## config.mk

```make
export PLATFORM = sky130hd
export DESIGN_NAME = aba_buffer_allocator
export DESIGN_NICKNAME = d
export VERILOG_FILES = /design/src/rtl/aba_pkg.sv /design/src/rtl/aba_interval_timer.sv /design/src/rtl/aba_mech_monitor.sv /design/src/rtl/aba_realloc_engine.sv /design/src/rtl/aba_buffer_allocator.sv
export SDC_FILE = /design/constraint.sdc
export NUM_CORES = 1
export LEC_CHECK = 0
export BUFFER_PORTS_ARGS = -buffer_cell sky130_fd_sc_hd__buf_2
export CAP_MARGIN = 20
export CORE_ASPECT_RATIO = 0.8
export CORE_UTILIZATION = 60
export DETAILED_ROUTE_END_ITERATION = 8
export PLACE_DENSITY = 0.81
export SLEW_MARGIN = 20
export SYNTH_ARGS = -nofsm -noshare
export SYNTH_HDL_FRONTEND = slang
export SYNTH_SLANG_ARGS = --single-unit
```

## constraint.sdc

```tcl
create_clock -name clk_i -period 6.3 [get_ports clk_i]
set_clock_uncertainty 0.05 [all_clocks]
set_input_delay 0.945 -clock clk_i [delete_from_list [all_inputs] [get_ports clk_i]]
set_output_delay 0.945 -clock clk_i [all_outputs]
set_load 0.1 [all_outputs]
```

## src/rtl/aba_pkg.sv

```systemverilog
package aba_pkg;
  localparam int unsigned DEF_MECHS    = 3;
  localparam int unsigned DEF_POOL     = 8;
  localparam int unsigned DEF_CNT_W    = 7;
  localparam int unsigned DEF_INTERVAL = 256;

  // decoded action of one configuration write
  typedef enum logic [1:0] {
    CFG_IDLE    = 2'd0,
    CFG_LOAD    = 2'd1,
    CFG_RELEASE = 2'd2,
    CFG_REJECT  = 2'd3
  } cfg_act_e;
endpackage

```

## src/rtl/aba_interval_timer.sv

```systemverilog
module aba_interval_timer #(
  parameter int unsigned INTERVAL = 256
) (
  input  logic clk_i,
  input  logic rst_ni,
  output logic tick_o
);
  localparam int unsigned TW = (INTERVAL > 2) ? $clog2(INTERVAL) : 1;

  logic [TW-1:0] cnt_q, cnt_d;

  assign tick_o = (cnt_q == TW'(INTERVAL - 1));

  always_comb begin
    cnt_d = tick_o ? '0 : cnt_q + 1'b1;
  end

  always_ff @(posedge clk_i or negedge rst_ni) begin
    if (!rst_ni) cnt_q <= '0;
    else         cnt_q <= cnt_d;
  end
endmodule

```

## src/rtl/aba_mech_monitor.sv

```systemverilog
module aba_mech_monitor #(
  parameter int unsigned CNT_W  = 7,
  parameter int unsigned LA_MAX = 4,
  parameter int unsigned FS_THR = 4,
  parameter int unsigned LW     = $clog2(LA_MAX + 1)
) (
  input  logic             clk_i,
  input  logic             rst_ni,
  input  logic             tick_i,
  input  logic             miss_i,
  input  logic             hit_i,
  input  logic             stall_i,
  input  logic             full_i,
  output logic [CNT_W-1:0] miss_o,
  output logic [CNT_W-1:0] hit_o,
  output logic [CNT_W-1:0] stall_o,
  output logic [LW-1:0]    la_o
);
  localparam logic [CNT_W-1:0] CMAX = '1;

  logic [CNT_W-1:0] miss_q, hit_q, stall_q, fs_q;
  logic [CNT_W-1:0] miss_d, hit_d, stall_d, fs_d;
  logic [LW-1:0]    la_q, la_d;
  logic             cnt_en;

  function automatic logic [CNT_W-1:0] bump(input logic [CNT_W-1:0] v,
                                            input logic ev, input logic clr);
    if (clr) return '0;
    if (ev && (v != CMAX)) return v + 1'b1;
    return v;
  endfunction

  assign cnt_en = tick_i | miss_i | hit_i | stall_i;

  always_comb begin
    miss_d  = bump(miss_q, miss_i, tick_i);
    hit_d   = bump(hit_q, hit_i, tick_i);
    stall_d = bump(stall_q, stall_i, tick_i);
    fs_d    = bump(fs_q, full_i & stall_i, tick_i);
  end

  // depth grows when full buffers still left the core stalling
  always_comb begin
    la_d = la_q;
    if ((fs_q >= CNT_W'(FS_THR)) && (la_q < LW'(LA_MAX)))
      la_d = la_q + 1'b1;
    else if ((stall_q == '0) && (la_q > LW'(1)))
      la_d = la_q - 1'b1;
  end

  always_ff @(posedge clk_i or negedge rst_ni) begin
    if (!rst_ni) begin
      miss_q  <= '0;
      hit_q   <= '0;
      stall_q <= '0;
      fs_q    <= '0;
    end else if (cnt_en) begin
      miss_q  <= miss_d;
      hit_q   <= hit_d;
      stall_q <= stall_d;
      fs_q    <= fs_d;
    end
  end

  always_ff @(posedge clk_i or negedge rst_ni) begin
    if (!rst_ni)     la_q <= LW'(1);
    else if (tick_i) la_q <= la_d;
  end

  assign miss_o  = miss_q;
  assign hit_o   = hit_q;
  assign stall_o = stall_q;
  assign la_o    = la_q;
endmodule

```

## src/rtl/aba_realloc_engine.sv

```systemverilog
module aba_realloc_engine
  import aba_pkg::*;
#(
  parameter int unsigned NUM_MECH  = 3,
  parameter int unsigned POOL_BUFS = 8,
  parameter int unsigned CNT_W     = 7,
  parameter int unsigned HYST      = 8,
  parameter int unsigned STALL_SH  = 1,
  parameter int unsigned AW        = $clog2(POOL_BUFS + 1)
) (
  input  logic                      clk_i,
  input  logic                      rst_ni,
  input  logic                      tick_i,
  input  logic [NUM_MECH*CNT_W-1:0] hit_i,
  input  logic [NUM_MECH*CNT_W-1:0] stall_i,
  input  logic                      cfg_we_i,
  input  logic                      cfg_hold_i,
  input  logic [NUM_MECH*AW-1:0]    cfg_alloc_i,
  output logic [NUM_MECH*AW-1:0]    alloc_o
);
  localparam int unsigned SW     = CNT_W + 3;
  localparam int unsigned IW     = (NUM_MECH > 1) ? $clog2(NUM_MECH) : 1;
  localparam int unsigned BASE   = POOL_BUFS / NUM_MECH;
  localparam int unsigned EXTRA  = POOL_BUFS % NUM_MECH;

  logic [AW-1:0]        alloc_q [NUM_MECH];
  logic [AW-1:0]        alloc_d [NUM_MECH];
  logic [AW-1:0]        pend_q  [NUM_MECH];
  logic [AW-1:0]        pend_d  [NUM_MECH];
  logic                 pend_vld_q, pend_vld_d;
  logic                 manual_q, manual_d;
  logic signed [SW-1:0] score [NUM_MECH];
  logic signed [SW-1:0] gap;
  logic [IW-1:0]        recv, donor;
  logic                 donor_ok, do_move, cfg_ok, cfg_en;
  cfg_act_e             cfg_act;

  // benefit score: hits minus scaled stall penalty
  always_comb begin
    for (int m = 0; m < NUM_MECH; m++) begin
      score[m] = $signed(SW'(hit_i[m*CNT_W +: CNT_W]))
               - $signed(SW'(stall_i[m*CNT_W +: CNT_W] >> STALL_SH));
    end
  end

  always_comb begin
    recv     = '0;
    donor    = '0;
    donor_ok = 1'b0;
    for (int m = 1; m < NUM_MECH; m++) begin
      if (score[m] > score[recv]) recv = IW'(m);
    end
    for (int m = 0; m < NUM_MECH; m++) begin
      if ((alloc_q[m] > AW'(1)) && (!donor_ok || (score[m] < score[donor]))) begin
        donor    = IW'(m);
        donor_ok = 1'b1;
      end
    end
    gap     = score[recv] - score[donor];
    do_move = donor_ok && (recv != donor) && (gap > $signed(SW'(HYST)));
  end

  always_comb begin
    int sum;
    logic any_zero;
    sum      = 0;
    any_zero = 1'b0;
    for (int m = 0; m < NUM_MECH; m++) begin
      sum += int'(cfg_alloc_i[m*AW +: AW]);
      if (cfg_alloc_i[m*AW +: AW] == '0) any_zero = 1'b1;
    end
    cfg_ok = (sum == int'(POOL_BUFS)) && !any_zero;
    if (!cfg_we_i)        cfg_act = CFG_IDLE;
    else if (!cfg_hold_i) cfg_act = CFG_RELEASE;
    else if (cfg_ok)      cfg_act = CFG_LOAD;
    else                  cfg_act = CFG_REJECT;
  end

  always_comb begin
    for (int m = 0; m < NUM_MECH; m++) alloc_d[m] = alloc_q[m];
    if (pend_vld_q) begin
      for (int m = 0; m < NUM_MECH; m++) alloc_d[m] = pend_q[m];
    end else if (!manual_q && do_move) begin
      alloc_d[recv]  = alloc_q[recv] + 1'b1;
      alloc_d[donor] = alloc_q[donor] - 1'b1;
    end
  end

  always_comb begin
    for (int m = 0; m < NUM_MECH; m++) pend_d[m] = pend_q[m];
    pend_vld_d = tick_i ? 1'b0 : pend_vld_q;
    manual_d   = manual_q;
    case (cfg_act)
      CFG_LOAD: begin
        for (int m = 0; m < NUM_MECH; m++) pend_d[m] = cfg_alloc_i[m*AW +: AW];
        pend_vld_d = 1'b1;
        manual_d   = 1'b1;
      end
      CFG_RELEASE: begin
        pend_vld_d = 1'b0;
        manual_d   = 1'b0;
      end
      default: ;
    endcase
  end

  assign cfg_en = tick_i | cfg_we_i;

  always_ff @(posedge clk_i or negedge rst_ni) begin
    if (!rst_ni) begin
      for (int m = 0; m < NUM_MECH; m++)
        alloc_q[m] <= (m == 0) ? AW'(BASE + EXTRA) : AW'(BASE);
    end else if (tick_i) begin
      for (int m = 0; m < NUM_MECH; m++) alloc_q[m] <= alloc_d[m];
    end
  end

  always_ff @(posedge clk_i or negedge rst_ni) begin
    if (!rst_ni) begin
      for (int m = 0; m < NUM_MECH; m++) pend_q[m] <= '0;
      pend_vld_q <= 1'b0;
      manual_q   <= 1'b0;
    end else if (cfg_en) begin
      for (int m = 0; m < NUM_MECH; m++) pend_q[m] <= pend_d[m];
      pend_vld_q <= pend_vld_d;
      manual_q   <= manual_d;
    end
  end

  always_comb begin
    for (int m = 0; m < NUM_MECH; m++) alloc_o[m*AW +: AW] = alloc_q[m];
  end
endmodule

```

## src/rtl/aba_buffer_allocator.sv

```systemverilog
module aba_buffer_allocator
  import aba_pkg::*;
#(
  parameter int unsigned NUM_MECH  = DEF_MECHS,
  parameter int unsigned POOL_BUFS = DEF_POOL,
  parameter int unsigned CNT_W     = DEF_CNT_W,
  parameter int unsigned INTERVAL  = DEF_INTERVAL,
  parameter int unsigned HYST      = 8,
  parameter int unsigned STALL_SH  = 1,
  parameter int unsigned LA_MAX    = 4,
  parameter int unsigned FS_THR    = 4,
  parameter int unsigned AW        = $clog2(POOL_BUFS + 1),
  parameter int unsigned IW        = (NUM_MECH > 1) ? $clog2(NUM_MECH) : 1,
  parameter int unsigned LW        = $clog2(LA_MAX + 1)
) (
  input  logic                      clk_i,
  input  logic                      rst_ni,
  input  logic [NUM_MECH-1:0]       ev_miss_i,
  input  logic [NUM_MECH-1:0]       ev_hit_i,
  input  logic [NUM_MECH-1:0]       ev_stall_i,
  input  logic [NUM_MECH-1:0]       ev_full_i,
  input  logic                      cfg_we_i,
  input  logic                      cfg_hold_i,
  input  logic [NUM_MECH*AW-1:0]    cfg_alloc_i,
  output logic                      interval_end_o,
  output logic [NUM_MECH*AW-1:0]    alloc_cnt_o,
  output logic [POOL_BUFS*IW-1:0]   own_map_o,
  output logic [NUM_MECH*LW-1:0]    lookahead_o,
  output logic [NUM_MECH*CNT_W-1:0] rd_miss_o,
  output logic [NUM_MECH*CNT_W-1:0] rd_hit_o,
  output logic [NUM_MECH*CNT_W-1:0] rd_stall_o
);
  logic [1:0]                rst_sync_q;
  logic                      rst_n_int;
  logic                      tick;
  logic [NUM_MECH*CNT_W-1:0] miss_live, hit_live, stall_live;
  logic [NUM_MECH*CNT_W-1:0] rd_miss_q, rd_hit_q, rd_stall_q;

  // assert asynchronously, release after two clock edges
  always_ff @(posedge clk_i or negedge rst_ni) begin
    if (!rst_ni) rst_sync_q <= 2'b00;
    else         rst_sync_q <= {rst_sync_q[0], 1'b1};
  end
  assign rst_n_int = rst_sync_q[1];

  aba_interval_timer #(.INTERVAL(INTERVAL)) u_timer (
    .clk_i  (clk_i),
    .rst_ni (rst_n_int),
    .tick_o (tick)
  );

  for (genvar g = 0; g < NUM_MECH; g++) begin : g_mon
    aba_mech_monitor #(
      .CNT_W (CNT_W), .LA_MAX (LA_MAX), .FS_THR (FS_THR), .LW (LW)
    ) u_mon (
      .clk_i   (clk_i),
      .rst_ni  (rst_n_int),
      .tick_i  (tick),
      .miss_i  (ev_miss_i[g]),
      .hit_i   (ev_hit_i[g]),
      .stall_i (ev_stall_i[g]),
      .full_i  (ev_full_i[g]),
      .miss_o  (miss_live[g*CNT_W +: CNT_W]),
      .hit_o   (hit_live[g*CNT_W +: CNT_W]),
      .stall_o (stall_live[g*CNT_W +: CNT_W]),
      .la_o    (lookahead_o[g*LW +: LW])
    );
  end

  aba_realloc_engine #(
    .NUM_MECH (NUM_MECH), .POOL_BUFS (POOL_BUFS), .CNT_W (CNT_W),
    .HYST (HYST), .STALL_SH (STALL_SH), .AW (AW)
  ) u_engine (
    .clk_i       (clk_i),
    .rst_ni      (rst_n_int),
    .tick_i      (tick),
    .hit_i       (hit_live),
    .stall_i     (stall_live),
    .cfg_we_i    (cfg_we_i),
    .cfg_hold_i  (cfg_hold_i),
    .cfg_alloc_i (cfg_alloc_i),
    .alloc_o     (alloc_cnt_o)
  );

  // contiguous ownership: prefix sums of the counts mark the cut points
  always_comb begin
    for (int b = 0; b < POOL_BUFS; b++) begin
      int cum;
      int owner;
      cum   = 0;
      owner = 0;
      for (int m = 0; m < NUM_MECH - 1; m++) begin
        cum += int'(alloc_cnt_o[m*AW +: AW]);
        if (b >= cum) owner = m + 1;
      end
      own_map_o[b*IW +: IW] = IW'(owner);
    end
  end

  always_ff @(posedge clk_i or negedge rst_n_int) begin
    if (!rst_n_int) begin
      rd_miss_q  <= '0;
      rd_hit_q   <= '0;
      rd_stall_q <= '0;
    end else if (tick) begin
      rd_miss_q  <= miss_live;
      rd_hit_q   <= hit_live;
      rd_stall_q <= stall_live;
    end
  end

  assign interval_end_o = tick;
  assign rd_miss_o      = rd_miss_q;
  assign rd_hit_o       = rd_hit_q;
  assign rd_stall_o     = rd_stall_q;
endmodule

```

### Word-level counts from Yosys, hierarchy flattened

Cells that the tools add are included.

| cells by class | value |
|---|---|
| $add $sub $neg | 28 |
| magnitude comparators | 39 |
| equality and inequality tests | 17 |
| muxes and demuxes | 127 |
| bitwise operators | 17 |
| reduce and logical (&&, ||, !) cells | 75 |

Operator list:

| operator | number |
|---|---|
| $mux W7 | 37 |
| $ge A4 B32 Y1 const A | 3 |
| $add A7 B1 Y7 const B | 12 |
| $ne A7 B7 Y1 const B | 12 |
| $bmux W10 S2 | 4 |
| $mux W10 | 8 |
| $ge A3 B32 Y1 const A | 2 |
| $mux W1 | 42 |
| $reduce_and A2 Y1 | 19 |
| $reduce_bool A2 Y1 | 17 |
| $add A32 B5 Y32 | 1 |
| $eq A32 B5 Y1 const B | 1 |
| $ge A1 B32 Y1 const A | 1 |
| $ge A2 B32 Y1 const A | 1 |
| $logic_and A1 B1 Y1 | 26 |
| $mux W2 | 13 |
| $bwmux W12 | 2 |
| $mux W12 | 2 |
| $mux W4 | 6 |
| $sub A7 B6 Y8 | 3 |
| $ge A7 B3 Y1 const B | 3 |
| $logic_not A7 Y1 | 3 |
| $gt A10 B10 Y1 | 2 |
| $lt A10 B10 Y1 | 2 |
| 34 further kinds | 81 |

| word-level totals | value |
|---|---|
| flip-flop bits (word level) | 192 |
| bits of input ports | 28 |
| output and inout port bits | 101 |
| word-level logic and storage cells | 331 |

### Depth between registers and ports, before layout

| logic depth | value |
|---|---|
| depth after elaboration | 24 |
| depth in mapped cells | 48 |
| gate-level depth less buffers | 44 |

### Hierarchy

From an unflattened synthesis, not the netlist that was laid out.

| unflattened totals | value |
|---|---|
| cells, all modules | 1,226 |
| area, all modules | 12,199.2 um2 |

By module, submodules not included:

| module | instances | cells an instance | area each (um2) | seq. area each (um2) |
|---|---|---|---|---|
| aba_mech_monitor | 3 | 169 | 1,689.1 | 777.0 |
| aba_realloc_engine | 1 | 514 | 4,119.0 | 654.4 |
| aba_buffer_allocator | 1 | 176 | 2,670.1 | 1,626.6 |
| aba_interval_timer | 1 | 29 | 342.8 | 200.2 |

### Least setup slack after synthesis

No wires, ideal clock.

| timing path | value |
|---|---|
| path type | reg2reg |
| from | reg g_mon[1].u_mon.stall_q[2] |
| to | reg u_engine.alloc_q (netlist bit u_engine.alloc_o[11]) |
| setup time | 104 ps |
| data arrival time | 8,103 ps |
| data required time | 6,146 ps |
| setup slack | -1,957 ps |
| stages on the path, launching flop included | 42 |
| path buffers | 3 |
| clock period less this slack | 8,257 ps |
| path through | dfrtp_1 -> inv_1 -> ha_1 -> nor2b_1 -> o31a_1 -> o31ai_1 -> nor3b_1 -> ha_1 -> inv_1 -> nor3_1 -> o21a_1 -> a41oi_2 -> o211a_4 -> a31oi_4 -> buf_4 -> mux2i_1 -> ha_1 -> a21o_1 -> [6 not listed] -> o211ai_2 -> buf_4 -> buf_2 -> a21oi_1 -> inv_1 -> ha_1 -> nor2b_1 -> o21ai_0 -> a21oi_1 -> o21ai_0 -> nand2b_1 -> xor2_1 -> or4_1 -> o311a_1 -> o21a_1 -> o21ai_2 -> a311oi_1 -> a221oi_1 |

| on the way | value |
|---|---|
| longest elaborated chain between the ends | 23 |
| elaborated cells on any way between the ends | 62 |
| those cells by class | add/sub: 4; order compare: 9; eq/ne: 1; mux: 32; bitwise: 4; reduce/logical: 12 |

RTL lines:

| element | line | RTL |
|---|---|---|
| start: declaration | aba_mech_monitor.sv:21 | `logic [CNT_W-1:0] miss_q, hit_q, stall_q, fs_q;` |
| start signal: assignment | aba_mech_monitor.sv:60 | `stall_q <= stall_d;` |
| $sub A7 B6 Y8 * | aba_realloc_engine.sv:42 | `- $signed(SW'(stall_i[m*CNT_W +: CNT_W] >> STALL_SH));` |
| $lt A10 B10 Y1 | aba_realloc_engine.sv:54 | `if ((alloc_q[m] > AW'(1)) && (!donor_ok \|\| (score[m] < score[donor]))) begin` |
| $logic_or A1 B1 Y1 | aba_realloc_engine.sv:54 |  |
| $logic_and A1 B1 Y1 | aba_realloc_engine.sv:54 |  |
| $mux W1 | aba_realloc_engine.sv:54 |  |
| $not A2 Y3 (implied by the code) | aba_realloc_engine.sv:54 |  |
| $bmux W10 S2 | aba_realloc_engine.sv:54 |  |
| $mux W10 (implied by the code) (2 in series) | aba_realloc_engine.sv:54 |  |
| [5 not listed] | - |  |
| $bmux W10 S2 | aba_realloc_engine.sv:59 | `gap = score[recv] - score[donor];` |
| $mux W10 (implied by the code) (2 in series) | aba_realloc_engine.sv:59 |  |
| $sub A10 B10 Y10 | aba_realloc_engine.sv:59 |  |
| $gt A10 B5 Y1 | aba_realloc_engine.sv:60 | `do_move = donor_ok && (recv != donor) && (gap > $signed(SW'(HYST)));` |
| $logic_and A1 B1 Y1 | aba_realloc_engine.sv:60 |  |
| $logic_and A1 B1 Y1 | aba_realloc_engine.sv:83 | `end else if (!manual_q && do_move) begin` |
| $reduce_bool A2 Y1 (no source line) | - |  |
| $reduce_and A2 Y1 (no source line) | - |  |
| end signal: indexed assignment | aba_realloc_engine.sv:112 | `alloc_q[m] <= (m == 0) ? AW'(BASE + EXTRA) : AW'(BASE);` |
| end: declaration | aba_realloc_engine.sv:26 | `logic [AW-1:0] alloc_q [NUM_MECH];` |

Mark *: on every way between the ends. The rest lies on a longest branch, timed or not. The select of a mux whose other input is x is not followed.
A chain may end at the register's enable or synchronous reset.

### Worst setup path in the final report

| timing path | value |
|---|---|
| from | reg g_mon[1].u_mon.hit_q[0] |
| to | reg u_engine.alloc_q (netlist bit u_engine.alloc_o[11]) |

| on the way | value |
|---|---|
| longest elaborated chain between the ends | 23 |
| elaborated cells on any way between the ends | 62 |
| those cells by class | add/sub: 4; order compare: 9; eq/ne: 1; mux: 32; bitwise: 4; reduce/logical: 12 |

RTL lines:

| element | line | RTL |
|---|---|---|
| start: declaration | aba_mech_monitor.sv:21 |  |
| start signal: assignment | aba_mech_monitor.sv:59 | `hit_q <= hit_d;` |
| $sub A7 B6 Y8 * | aba_realloc_engine.sv:42 |  |
| $lt A10 B10 Y1 | aba_realloc_engine.sv:54 |  |
| $logic_or A1 B1 Y1 | aba_realloc_engine.sv:54 |  |
| $logic_and A1 B1 Y1 | aba_realloc_engine.sv:54 |  |
| $mux W1 | aba_realloc_engine.sv:54 |  |
| $not A2 Y3 (implied by the code) | aba_realloc_engine.sv:54 |  |
| $bmux W10 S2 | aba_realloc_engine.sv:54 |  |
| $mux W10 (implied by the code) (2 in series) | aba_realloc_engine.sv:54 |  |
| [5 not listed] | - |  |
| $bmux W10 S2 | aba_realloc_engine.sv:59 |  |
| $mux W10 (implied by the code) (2 in series) | aba_realloc_engine.sv:59 |  |
| $sub A10 B10 Y10 | aba_realloc_engine.sv:59 |  |
| $gt A10 B5 Y1 | aba_realloc_engine.sv:60 |  |
| $logic_and A1 B1 Y1 | aba_realloc_engine.sv:60 |  |
| $logic_and A1 B1 Y1 | aba_realloc_engine.sv:83 |  |
| $reduce_bool A2 Y1 (no source line) | - |  |
| $reduce_and A2 Y1 (no source line) | - |  |

Marks and branches as above.

==> summary.txt <==
Detailed routing
  – DRC: 0
  – Detailed Route Iter0 Violations: 738
  – Antenna-violating nets left: 0
  – Initial DRT Pass Iterations: 5
  – Routed wire length: 28,290 µm
  – Via density: 5.712
  – DR WL/cell: 16.40 µm
  – Via count: 9,853

Placed design
  – IO buf count: 128
  – GP Congestion: 0.9035
  – DP Area: 13,630 µm²
  – Detailed Place HPWL: 19,940 µm
  – Dpl ws: -1392 ps

Critical path
  – Most frequent CP cell: inv_2
  – Crit end category: register
  – CP max-delay cell: or4_1
  – Slowest Stage Delay on Critical Path: 530 ps
  – R2R setup slack: -1410 ps
  – Critical Path AT: 7990 ps
  – Critical path data required time: 6580 ps
  – CP Launch Type: register
  – Worst-path fanout max: 8
  – Crit Path Category: register to register

Timing
  – RSZ-0062 raised after global routing: yes
  – Final WS setup: -1411 ps
  – Max Clock Freq: 129.7 MHz
  – Slew HR: 29.56%
  – Tightest Pin Transition: 1057 ps
  – Setup violators final: 12
  – Crit path time final: 7711 ps
  – Period Utilization, post-route: 122.4%
  – Final hold vios: 0
  – Max-slew violations: 0
  – Setup TNS: -16,190 ps

Synth
  – Number of flops mapped to enable cells by yosys: 0
  – Syn avg cell area: 9.747 µm²
  – Async SR Flop Fraction: 100.0%
  – Synth area leaders: dfrtp_1 (40%), ha_1 (9.8%), mux2_2 (7.6%)
  – Syn_nets: 1,324
  – Main synth FF type: dfrtp_1
  – Mapped Cells: 1,198
  – Area leader, netlist: dfrtp_1
  – Distinct cells, synth: 71
  – Sequential-to-total area share from yosys stat: 41.21%
  – Post-Syn Area: 11,680 µm²
  – Post-synthesis register bit count: 192
  – Yosys top cell area share: 39.86%
  – Yosys warnings: 0

Die
  – DIE WIDTH: 158.0 µm
  – IO Pins: 129
  – Initial Util: 61.36%
  – Vert. Die Dim: 126.8 µm
  – FP Rows: 45
  – Core box area: 19,030 µm²
  – Die ar.: 20,030 µm²

CTS
  – CTS buffer count: 17
  – Max Root-Sink Buffers: 2
  – Hold_buf cts: 0
  – Clk pin slew, worst setup/hold paths: 80 ps
  – CTS root buffer: clkbuf_16
  – CTS sink count: 192
  – Clock Latency Late Sink: 450 ps
  – CTS tree: yes
  – H-tree level count: 4

Layout
  – Commonest non-fill, non-tap cells in the layout: dfrtp_1 (179), nor2_1 (146), buf_4 (139)
  – Most common cell after layout, fill and taps aside: dfrtp_1
  – Layout area overhead: 24.75%
  – Finished Cell Area: 14,570 µm²
  – Nets@finish: 1,580
  – Antenna diodes: 0
  – Share of post-route cells with drive strength above 1: 31.49%

GRT
  – Total grt overflow: 0
  – Largest net degree at the start of global routing: 119
  – Vias in the first global route: 9,606
  – First-pass GRT wire length: 46,420 µm
  – Initial antenna violation count: 0
  – Total GRT Usage: 29.15%

Min path
  – Hold WC Path Type: input pin to async pin

Run
  – Maxcap violations: 0

Run status
  – Failing checks: setup timing
  – Status: finished, violations left
==> cell usage after synthesis (5+ instances only) <==
cell / n
nand2b_1: 9
o21a_1: 13
or3_1: 15
mux2_2: 79
nor3_1: 12
a21oi_1: 71
o21ai_0: 49
xor2_1: 49
mux2i_1: 18
dfstp_2: 6
o31ai_1: 8
nand4_1: 24
ha_1: 91
nor2b_1: 15
nand2_1: 91
fa_1: 7
clkbuf_1: 30
nor2_1: 147
and3_1: 11
a21boi_1: 9
a311oi_1: 6
inv_1: 72
a21o_1: 13
xnor2_1: 41
or4_1: 6
a221oi_1: 5
nor4_1: 5
a31oi_1: 13
nand3_1: 23
nand3b_1: 5
dfrtp_1: 186
==> cell families after synthesis <==
family | share of synthesized area [%]
multiplexers | 9.161
AO/OA/AOI/OAI | 13.37
buffers and inverters | 3.600
adder cells (fa/ha/maj) | 11.14
other | 0.03211
AND/OR/NAND/NOR | 14.73
flip-flops | 41.21
XOR/XNOR | 6.750
==> what timing repair did <==
| action | 4_1_cts | 5_1_grt |
|---|---|---|
| cloned | 0 | 0 |
| endpoints found under the setup margin | 12 | 12 |
| resized for setup | 29 | 18 |
| endpoints found under the hold margin | 0 | 0 |
| buffers inserted | 10 | 6 |
| pin swaps | 13 | 22 |
==> flip-flops by register name, indices dropped and copies added, names as in the netlist <==
name                 flops
rd_miss_o               21
u_engine.alloc_o        12
rd_stall_o              21
u_engine.pend_vld_q      1
rst_sync_q               2
g_mon.u_mon.stall_o     21
g_mon.u_mon.la_o         9
u_engine.pend_q         12
g_mon.u_mon.fs_q        21
u_timer.cnt_q            8
g_mon.u_mon.hit_o       21
g_mon.u_mon.miss_o      21
rd_hit_o                21
u_engine.manual_q        1
==> worst max-delay path, delay by kind of cell, from the launching register on <==
kind | cells | cell delay, ps
buffers and inverters | 6 | 440
XOR/XNOR | 1 | 150
multiplexers | 1 | 290
AND/OR/NAND/NOR | 6 | 1200
adder cells (fa/ha/maj) | 5 | 1290
flip-flops | 1 | 390
AO/OA/AOI/OAI | 22 | 3800
==> cell type report <==
type,instances,area [µm²]
Clock buffer,19,442.9
Fill cell,1352,4463
Multi-Input combinational cell,897,6745
Inverter,72,272.8
Timing Repair Buffer,274,1784
Tap cell,258,322.8
Sequential cell,192,4831
Clock inverter,13,168.9
==> per-stage QoR <==
stage | std cells | util [%] | hold slack, ps
CTS | 1719 | 75.79 | 201.0
detailed placement | 1677 | 71.63 | 240.0
global placement | 1677 | 71.63 | 235.2
global route | 1725 | 76.55 | 198.0
floorplan | 1198 | - | 281.2
finish | 1725 | 76.55 | 215.3
==> metal layers <==
metal	vias to the layer above	part of all wire [%]	wire length, µm	global-route usage (%)
met3	42	5.3	1504	5.330
met1	4778	46	12960	40.32
met5	-	0	0	0
met4	0	1.4	408	7.466
li1	4734	-	-	-
met2	299	47	13420	47.40
==> path summary, 6_finish.rpt <==
path	startpoint	to	depth (start not counted)
worst max register to register	g_mon[1].u_mon.hit_o[0]	u_engine.alloc_o[11]	41
min in group clk_i	rst_sync_q[0]	rst_sync_q[1]	0
worst min-delay path	rst_ni	rst_sync_q[1]	1
worst max-delay path	g_mon[1].u_mon.hit_o[0]	u_engine.alloc_o[11]	41
worst min register to register	rst_sync_q[1]	rd_miss_o[15]	0
max in group asynchronous	rst_sync_q[1]	g_mon[0].u_mon.stall_o[2]	1
Power is left out: the tool's default activity adds up to more than one toggle a clock period on the data nets, which glitch-free logic cannot reach.
